[src/rtl/intr_pkg.sv]
// Shared constants and types for the interrupt unit.
// Assumes eight sources with the maskable group in the upper half.
package intr_pkg;
    localparam int unsigned INTR_N    = 8;
    localparam int unsigned WORD_W    = 16;
    localparam int unsigned IDX_W     = $clog2(INTR_N);
    localparam int unsigned MASK_LO   = 4;
    localparam int unsigned EN_W      = INTR_N - MASK_LO;
    localparam int unsigned SYNC_LEN  = 2;

    localparam int unsigned SRC_RST   = 0;
    localparam int unsigned SRC_NMI   = 1;
    localparam int unsigned SRC_BUS   = 2;
    localparam int unsigned SRC_ARITH = 4;
    localparam int unsigned SRC_SW    = 5;
    localparam int unsigned SRC_IRQ   = 7;

    // Bits that can ever hold a pending request (3 and 6 are dead).
    localparam logic [INTR_N-1:0] LIVE_MASK = 8'hB7;

    typedef logic [INTR_N-1:0] pend_t;
    typedef enum logic { ST_IDLE, ST_BUSY } svc_state_e;
endpackage

[src/rtl/intr_edge_sync.sv]
// Synchronizes N asynchronous pins through SYNC_LEN flops and emits a
// one-cycle pulse on each synchronized rising edge.
// Assumes pins stay at one level for at least one clock at a time.
module intr_edge_sync #(
    parameter int unsigned N        = 3,
    parameter int unsigned SYNC_LEN = 2
) (
    input  logic         clk,
    input  logic         rst_n,
    input  logic [N-1:0] pin,
    output logic [N-1:0] rise
);
    localparam int unsigned CHAIN_W = SYNC_LEN + 1;

    for (genvar g = 0; g < N; g++) begin : g_pin
        logic [CHAIN_W-1:0] chain;

        // Shift the pin through the synchronizer plus one history flop.
        always_ff @(posedge clk) begin
            if (!rst_n) chain <= '0;
            else        chain <= {chain[CHAIN_W-2:0], pin[g]};
        end

        assign rise[g] = chain[SYNC_LEN-1] & ~chain[SYNC_LEN];
    end
endmodule

[src/rtl/intr_pend_reg.sv]
// Pending-interrupt word: clears first, then ORs new requests, so a request
// arriving in the clearing cycle is kept. Dead bits never hold a one.
// Assumes set_vec is already gated by the enables.
module intr_pend_reg
    import intr_pkg::*;
(
    input  logic  clk,
    input  logic  rst_n,
    input  pend_t set_vec,
    input  pend_t clr_vec,
    output pend_t pend
);
    // Update the pending word; reset leaves only the reset source pending.
    always_ff @(posedge clk) begin
        if (!rst_n) pend <= pend_t'(1 << SRC_RST);
        else        pend <= ((pend & ~clr_vec) | set_vec) & LIVE_MASK;
    end

    AST_DEAD_BITS_ZERO: assert property (@(posedge clk) disable iff (!rst_n)
        (pend & ~LIVE_MASK) == '0);
    AST_NEW_REQ_KEPT: assert property (@(posedge clk) disable iff (!rst_n)
        set_vec != '0 |=> (pend & $past(set_vec & LIVE_MASK)) == $past(set_vec & LIVE_MASK));
endmodule

[src/rtl/intr_select.sv]
// Combinational priority pick: lowest-numbered pending source that is
// either unmaskable or enabled. Assumes pend has dead bits at zero.
module intr_select
    import intr_pkg::*;
(
    input  pend_t            pend,
    input  logic [EN_W-1:0]  fr_enable,
    output logic             any,
    output logic [IDX_W-1:0] sel
);
    pend_t serviceable;
    assign serviceable = pend & {fr_enable, {MASK_LO{1'b1}}};
    assign any = |serviceable;

    // Scan downward so the lowest set index is the last assignment.
    always_comb begin
        sel = '0;
        for (int i = INTR_N - 1; i >= 0; i--) begin
            if (serviceable[i]) sel = IDX_W'(i);
        end
    end
endmodule

[src/rtl/intr_ctrl.sv]
// Interrupt unit top: gathers requests, keeps the pending word, captures one
// source per boundary and holds it until the core acknowledges the entry.
// Assumes the core pulses svc_ack once, only after pushes and vector fetch.
module intr_ctrl
    import intr_pkg::*;
(
    input  logic         clk,
    input  logic         rst_n,
    input  logic         nmi_pin,
    input  logic         bus_pin,
    input  logic         irq_pin,
    input  logic         arith_err,
    input  logic         sw_req,
    input  logic         raise_en,
    input  logic [7:0]   raise_bits,
    input  logic [3:0]   fr_enable,
    input  logic         boundary,
    input  logic         svc_ack,
    output logic         svc_valid,
    output logic [2:0]   svc_index,
    output logic         svc_is_reset,
    output logic         svc_push,
    output logic [15:0]  svc_push_word,
    output logic [15:0]  svc_vector,
    output logic [15:0]  fr_clr_mask,
    output logic [15:0]  pend_out
);
    logic [2:0]       pin_rise;
    pend_t            raw_req, en_gate, set_vec, clr_vec, pend;
    logic             sel_any;
    logic [IDX_W-1:0] sel_idx, cur_idx;
    svc_state_e       state;
    logic             busy, cur_reset;

    intr_edge_sync #(.N(3), .SYNC_LEN(SYNC_LEN)) u_sync (
        .clk  (clk),
        .rst_n(rst_n),
        .pin  ({irq_pin, bus_pin, nmi_pin}),
        .rise (pin_rise)
    );

    // Collect every request source into one word before gating.
    always_comb begin
        raw_req            = raise_en ? raise_bits : '0;
        raw_req[SRC_NMI]   = raw_req[SRC_NMI]   | pin_rise[0];
        raw_req[SRC_BUS]   = raw_req[SRC_BUS]   | pin_rise[1];
        raw_req[SRC_IRQ]   = raw_req[SRC_IRQ]   | pin_rise[2];
        raw_req[SRC_ARITH] = raw_req[SRC_ARITH] | arith_err;
        raw_req[SRC_SW]    = raw_req[SRC_SW]    | sw_req;
    end

    assign en_gate = {fr_enable, {MASK_LO{1'b1}}} & LIVE_MASK;
    assign set_vec = raw_req & en_gate;

    // Retire the open source on acknowledge; reset retires everything.
    always_comb begin
        clr_vec = '0;
        if (busy && svc_ack) begin
            if (cur_reset) clr_vec = '1;
            else           clr_vec = pend_t'(1) << cur_idx;
        end
    end

    intr_pend_reg u_pend (
        .clk    (clk),
        .rst_n  (rst_n),
        .set_vec(set_vec),
        .clr_vec(clr_vec),
        .pend   (pend)
    );

    intr_select u_sel (
        .pend     (pend),
        .fr_enable(fr_enable),
        .any      (sel_any),
        .sel      (sel_idx)
    );

    // Service handshake: capture at a boundary, release on acknowledge.
    always_ff @(posedge clk) begin
        if (!rst_n) begin
            state   <= ST_IDLE;
            cur_idx <= '0;
        end else begin
            unique case (state)
                ST_IDLE: if (boundary && sel_any) begin
                    state   <= ST_BUSY;
                    cur_idx <= sel_idx;
                end
                ST_BUSY: if (svc_ack) state <= ST_IDLE;
                default: state <= ST_IDLE;
            endcase
        end
    end

    assign busy      = (state == ST_BUSY);
    assign cur_reset = (cur_idx == IDX_W'(SRC_RST));

    // Drive the entry information for the open service.
    always_comb begin
        svc_valid     = busy;
        svc_index     = cur_idx;
        svc_is_reset  = busy && cur_reset;
        svc_push      = busy && !cur_reset;
        svc_push_word = '0;
        svc_vector    = '0;
        fr_clr_mask   = '0;
        if (busy) begin
            svc_vector = {{(WORD_W-IDX_W-1){1'b0}}, cur_idx, 1'b0};
            if (cur_reset) fr_clr_mask = '1;
            else begin
                svc_push_word = WORD_W'(1) << cur_idx;
                if (cur_idx >= IDX_W'(MASK_LO)) fr_clr_mask = WORD_W'(1) << cur_idx;
            end
        end
    end

    assign pend_out = {{(WORD_W-INTR_N){1'b0}}, pend};

    AST_PICK_IS_SERVICEABLE: assert property (@(posedge clk) disable iff (!rst_n)
        (!busy && boundary && sel_any) |-> (pend[sel_idx] && en_gate[sel_idx]));
    AST_VECTOR_ALIGNED: assert property (@(posedge clk) disable iff (!rst_n)
        svc_valid |-> (svc_vector[0] == 1'b0 && svc_vector < 16'h0010));
    AST_PUSH_ONE_HOT: assert property (@(posedge clk) disable iff (!rst_n)
        svc_push |-> $countones(svc_push_word) == 1);
    AST_RESET_NO_PUSH: assert property (@(posedge clk) disable iff (!rst_n)
        svc_is_reset |-> (!svc_push && fr_clr_mask == 16'hFFFF));
    AST_RESET_ACK_DRAINS: assert property (@(posedge clk) disable iff (!rst_n)
        (svc_is_reset && svc_ack) |=> pend == $past(set_vec));
    AST_HOLD_UNTIL_ACK: assert property (@(posedge clk) disable iff (!rst_n)
        (svc_valid && !svc_ack) |=> (svc_valid && $stable(svc_index)));
    AST_ACK_RETIRES: assert property (@(posedge clk) disable iff (!rst_n)
        (svc_valid && svc_ack && !svc_is_reset && !set_vec[svc_index])
        |=> !pend[$past(svc_index)]);
    AST_ACK_CLOSES: assert property (@(posedge clk) disable iff (!rst_n)
        (svc_valid && svc_ack) |=> !svc_valid);
endmodule

[config.mk]
export PLATFORM = sky130hd
export DESIGN_NAME = intr_ctrl
export DESIGN_NICKNAME = d
export VERILOG_FILES = /design/src/rtl/intr_pkg.sv /design/src/rtl/intr_edge_sync.sv /design/src/rtl/intr_pend_reg.sv /design/src/rtl/intr_select.sv /design/src/rtl/intr_ctrl.sv
export SDC_FILE = /design/constraint.sdc
export NUM_CORES = 1
export LEC_CHECK = 0
export CAP_MARGIN = 40
export CORE_ASPECT_RATIO = 0.7
export CORE_MARGIN = 2
export CORE_UTILIZATION = 36
export DETAILED_ROUTE_END_ITERATION = 8
export PLACE_DENSITY = 0.85
export SLEW_MARGIN = 5
export SYNTH_ARGS = -nofsm -noshare
export SYNTH_HDL_FRONTEND = slang
export SYNTH_SLANG_ARGS = --single-unit
export TNS_END_PERCENT = 100
[constraint.sdc]
create_clock -name clk -period 3.1 [get_ports clk]
set_input_delay 0.62 -clock clk [delete_from_list [all_inputs] [get_ports clk]]
set_output_delay 0.62 -clock clk [all_outputs]
set_load 0.01 [all_outputs]
==> flow_summary.json, run 1 <==
{
  "status": "finished clean",
  "synth_area_leaders": "dfxtp_1, buf_4, and2_1, nor2_1, a21oi_1",
  "min_delay_worst_endpoint": "u_sync.g_pin[0].chain[1]$_SDFF_PN0_",
  "pwr-share-comb_pct": 27.9,
  "synth_most_common_cell": "buf_4",
  "grt_pass1_vias": 965,
  "grt_pass1_wl_um": 4420,
  "fin_skew_ns": 0.00539,
  "grt_antenna_before_repair": 0,
  "seq_area_frac_synth_pct": 31.6,
  "synthArstFlopShare_pct": 0,
  "syn_inst": 150,
  "min_delay_path_depth": 1,
  "layout-drive-gt1-share_pct": 6.06,
  "io_buffers": 56,
  "crit_family": "buffers and inverters",
  "synth_common_cells": "buf_4, dfxtp_1, and2_1, nor2_1",
  "power.net_switching_mw": 0.168,
  "cts_sinks": 19,
  "clk_pin_slew_ns": 0.07,
  "p_per_area_nw_per_um2": 363,
  "wl_met1_um": 1170,
  "fin_nets": 221,
  "p_seq_share_pct": 44.1,
  "start_kind": "flip-flop",
  "avgSynthCellArea_um2": 8.02,
  "worst_ir_drop_vdd_v": 0.000262,
  "timing.rr.end": "svc_index[1]$_SDFFE_PN0P_",
  "routed_wirelength_um": 2760,
  "antenna_cells": 0,
  "period_share_pct": 85.3,
  "post_cts_buffers": 0,
  "gp_congestion": 0.790,
  "cts_tree": "yes",
  "cp_slowest_stage_delay_ns": 0.60,
  "setup_ws_ns": 0.457,
  "yosys.area.top_type_share_pct": 31.6,
  "rsz0062_at_grt": "no",
  "drv_slew": 0,
  "setup_violations": 0,
  "rows": 17,
  "place_ws_ns": 0.725,
  "r2r_start": "svc_valid$_SDFF_PN0_",
  "fmax_ghz": 0.378,
  "grt_max_degree": 12,
  "synth_seq_cells": 19,
  "p_sw_share_pct": 27.8,
  "wl_per_cell_um": 11.7,
  "total_power_mw": 0.604,
  "detail_route.vias_per_cell": 4.47,
  "crit_path_cell_trace": "nand2b_4 > or3_1 > inv_1 > clkdlybuf4s50_1",
  "critPathKind": "reg2out",
  "cts-resized-gates": 0,
  "dp_hpwl_um": 2240,
  "cp_slowest_cell": "clkdlybuf4s50_1",
  "ys_warn_count": 0,
  "dr.max_layer_used": "met4",
  "path_buf_inv": 2,
  "chipHeight_um": 52.4,
  "whs_ns": 0.435,
  "grt_use_total_pct": 14.9,
  "clk_path_buf_depth": 2,
  "finalHoldViolCount": 0,
  "start_util_pct": 38.0,
  "hp-class": "reg2reg",
  "met3_length_um": 175,
  "cts_hold_buf": 0,
  "r2r_cells": 5,
  "hold_start": "u_sync.g_pin[0].chain[0]$_SDFF_PN0_",
  "io_pins": 92,
  "syn2layout_area_growth_pct": 38.1,
  "cts_max_level": 1,
  "nFillCells": 315,
  "seq_area_um2": 380,
  "drc_errors": 0,
  "vias": 1056,
  "wl_met2_um": 1410,
  "worstSetupEndpointType": "output pin",
  "synth_edf_count": 0,
  "p_int_mw": 0.436,
  "die_x_um": 73.1,
  "fin_util_pct": 52.5,
  "core_um2": 3170,
  "timing.setup.tns_ns": 0,
  "dieArea_um2": 3830,
  "multi_input_area_um2": 566,
  "p_leak_nw": 0.714,
  "fin_crit_ns": 2.64,
  "cts_inserted_buffers": 3,
  "synthDistinctLibCells": 34,
  "syn_area_um2": 1200,
  "crit_arrival_ns": 2.02,
  "clk_latency_ns": 0.26,
  "required_ns": 2.48,
  "dr.pass1.iters": 4,
  "r2r_setup_slack_ns": 1.53,
  "maxCapViolations": 0,
  "ant_nets": 0,
  "cts-root-buf": "clkbuf_8",
  "cp_max_fo": 10,
  "p_clk_share_pct": 28.0,
  "drt_iter0_drc": 37,
  "gr-total-overflow": 0,
  "yosys.area.top_type": "dfxtp_1",
  "ys.flop_type": "dfxtp_1"
}
[logic make-up after synthesis]
family | after synthesis | share of synthesized area, %
XOR/XNOR | 1 | 0.728
flip-flops | 19 | 31.6
buffers and inverters | 56 | 31.1
AND/OR/NAND/NOR | 44 | 20.0
other | 1 | 0.312
AO/OA/AOI/OAI | 29 | 16.3
[per-stage QoR]
stage / area (um^2) / instances
after floorplan: 1320 / 181
after global placement: 1620 / 232
after detailed placement: 1620 / 232
after CTS: 1660 / 236
after global routing: 1660 / 236
final: 1660 / 236
[per-layer routing]
metal | up-vias | global-route usage, %
met1 | 504 | 17.9
met2 | 31 | 25.2
met3 | 3 | 5.77
met4 | 0 | 3.09
met5 | - | 0
li1 | 518 | -
[flip-flops by register name, summed over array words and instances (netlist names)]
name                flops
u_pend.pend             6
svc_index               3
u_sync.g_pin.chain      9
svc_valid               1
[cell type report]
cell class                      count  area share, %
Timing Repair Buffer               60           35.5
Multi-Input combinational cell    106           34.0
Clock buffer                        4           2.71
Inverter                            9           2.03
Sequential cell                    19           22.9
Tap cell                           38           2.86
[layout by cell type (no fill, tap or decap), types with 2 or more instances in the layout]
cell type	netlist	routed
clkbuf_8	0	3
inv_1	7	7
nand2_1	8	8
a21o_1	2	2
o21ai_0	5	5
o31ai_1	3	3
a21oi_1	8	8
a22oi_1	4	4
conb_1	1	32
buf_4	41	4
nand2b_4	2	2
and2_1	11	11
nor3_1	2	2
and3_1	2	2
dfxtp_1	19	19
clkdlybuf4s50_1	0	56
nand3_1	2	2
nor2_1	11	11
nand2b_1	2	2
[worst max-delay path by stage]
stage	from	to	cells past startpoint
after floorplan	svc_index[2]$_SDFFE_PN0P_	fr_clr_mask[0]	6
after global placement	svc_index[2]$_SDFFE_PN0P_	fr_clr_mask[9]	4
after detailed placement	svc_index[2]$_SDFFE_PN0P_	fr_clr_mask[10]	4
after CTS	svc_index[2]$_SDFFE_PN0P_	fr_clr_mask[10]	4
after global routing	svc_index[2]$_SDFFE_PN0P_	fr_clr_mask[10]	4
final	svc_index[2]$_SDFFE_PN0P_	fr_clr_mask[10]	4
[power groups by stage]
stage	clock (mW)	sequential (mW)	combinational (mW)
after floorplan	0	0.274	0.119
after global placement	0	0.271	0.165
after detailed placement	0	0.272	0.169
after CTS	0.175	0.266	0.169
after global routing	0.187	0.268	0.185
final	0.169	0.266	0.169
Power figures use the tool's default switching activity.
==> run 2: changes to the inputs <==
==> constraint.sdc (replaced) <==
create_clock -name clk -period 3.1 [get_ports clk]
set_input_delay 0.775 -clock clk [delete_from_list [all_inputs] [get_ports clk]]
set_output_delay 0.775 -clock clk [all_outputs]
set_load 0.01 [all_outputs]
==> flow_summary.json, run 2 (synthesized netlist as in run 1, its figures left out) <==
{
  "layout-drive-gt1-share_pct": 6.06,
  "fin_skew_ns": 0.00742,
  "final_area_um2": 1660,
  "crit_family": "buffers and inverters",
  "cts_tree": "yes",
  "start_kind": "flip-flop",
  "cp_slowest_cell": "clkdlybuf4s50_1",
  "critPathKind": "reg2out",
  "grt_antenna_before_repair": 0,
  "io_buffers": 56,
  "core_um2": 3170,
  "routed_wirelength_um": 2770,
  "cp_max_fo": 10,
  "fin_crit_ns": 2.81,
  "timing.rr.end": "svc_index[1]$_SDFFE_PN0P_",
  "min_delay_worst_endpoint": "u_sync.g_pin[0].chain[1]$_SDFF_PN0_",
  "cts_inserted_buffers": 3,
  "required_ns": 2.32,
  "fin_util_pct": 52.5,
  "dieArea_um2": 3830,
  "clk_path_buf_depth": 2,
  "r2r_setup_slack_ns": 1.55,
  "fin_nets": 221,
  "cts_hold_buf": 0,
  "whs_ns": 0.432,
  "final_cell_mix": "clkdlybuf4s50_1, conb_1, dfxtp_1, and2_1, nor2_1",
  "crit_path_cell_trace": "nand2b_4 > or3_1 > inv_1 > clkdlybuf4s50_1",
  "instances_no_fill": 236,
  "r2r_start": "svc_valid$_SDFF_PN0_",
  "grt_max_degree": 12,
  "cts_sinks": 19,
  "p_leak_nw": 0.714,
  "rsz0062_at_grt": "no",
  "drt_iter0_drc": 27,
  "chipHeight_um": 52.4,
  "start_util_pct": 38.0,
  "clk_pin_slew_ns": 0.07,
  "dpl-instance-area_um2": 1620,
  "rows": 17,
  "dr.pass1.iters": 5,
  "clk_latency_ns": 0.26,
  "final_common_cell": "clkdlybuf4s50_1",
  "wl_per_cell_um": 11.7,
  "cts-resized-gates": 0,
  "finalHoldViolCount": 0,
  "largest_reg_flops": 9,
  "status": "finished clean",
  "r2r_cells": 5,
  "dpl.cell_count": 232,
  "grt_pass1_vias": 911,
  "p_per_area_nw_per_um2": 366,
  "place_ws_ns": 0.582,
  "setup_ws_ns": 0.293,
  "syn2layout_area_growth_pct": 38.1,
  "crit_arrival_ns": 2.03,
  "worstSetupEndpointType": "output pin",
  "ant_nets": 0,
  "hp-class": "reg2reg",
  "cts-root-buf": "clkbuf_8",
  "fmax_ghz": 0.356,
  "die_x_um": 73.1,
  "detail_route.vias_per_cell": 4.44,
  "total_power_mw": 0.608,
  "cp-startpoint": "svc_index[2]$_SDFFE_PN0P_",
  "gr-total-overflow": 0,
  "timing.setup.tns_ns": 0,
  "maxCapViolations": 0,
  "path_buf_inv": 2,
  "cp_slowest_stage_delay_ns": 0.60,
  "dp_hpwl_um": 2200,
  "period_share_pct": 90.6,
  "setup_violations": 0,
  "antenna_cells": 0,
  "grt_pass1_wl_um": 4290,
  "drc_errors": 0,
  "drv_slew": 0,
  "nFillCells": 295,
  "vias": 1047,
  "gp_congestion": 0.768,
  "grt_use_total_pct": 14.8,
  "hold_start": "u_sync.g_pin[0].chain[0]$_SDFF_PN0_",
  "regMostFlops": "u_sync.g_pin.chain",
  "cts_max_level": 1,
  "min_delay_path_depth": 1,
  "post_cts_buffers": 0,
  "worst_ir_drop_vdd_v": 0.000224,
  "io_pins": 92
}
==> run 2: cell counts in the layout (fill, tap and decap cells not counted) <==
No cell type changed its count.
==> run 2: layout make-up <==
| type | instances | area (um^2) | area share [%] |
|---|---|---|---|
| timing repair buffer | 60 | 591 | 35.5 |
| multi-input combinational | 106 | 566 | 34.0 |
| sequential | 19 | 380 | 22.9 |
| tap | 38 | 47.5 | 2.86 |
| clock buffer | 4 | 45.0 | 2.71 |
| inverter | 9 | 33.8 | 2.03 |
==> run 2: worst max path at each step <==
stage	endpoint	slack [ns]	cells after the start
floorplan	fr_clr_mask[0]	0.86	6
global placement	fr_clr_mask[9]	0.62	4
detailed placement	fr_clr_mask[13]	0.58	4
CTS	fr_clr_mask[13]	0.28	4
global route	fr_clr_mask[9]	0.20	4
finish	fr_clr_mask[13]	0.29	4
==> run 2: power by group <==
group	switching, mW	internal [mW]
registers	0.00986	0.256
logic	0.0801	0.0881
clock network	0.0819	0.0915
total	0.172	0.436
==> run 2: worst reg2reg max path: stages (launching register included) <==
cell and delay, ns:
dfxtp_1 0.33, buf_4 0.17, nand2b_4 0.15, a21o_2 0.22, or4_1 0.46, a21oi_1 0.14
==> run 2: per-layer routing <==
metal / up-vias / GRT usage, % / share of wire, %
met3: 4 / 4.23 / 7.0
met2: 37 / 24.9 / 49
met5: - / 0 / 0
li1: 518 / - / -
met1: 488 / 17.9 / 42
met4: 0 / 5.56 / 1.3
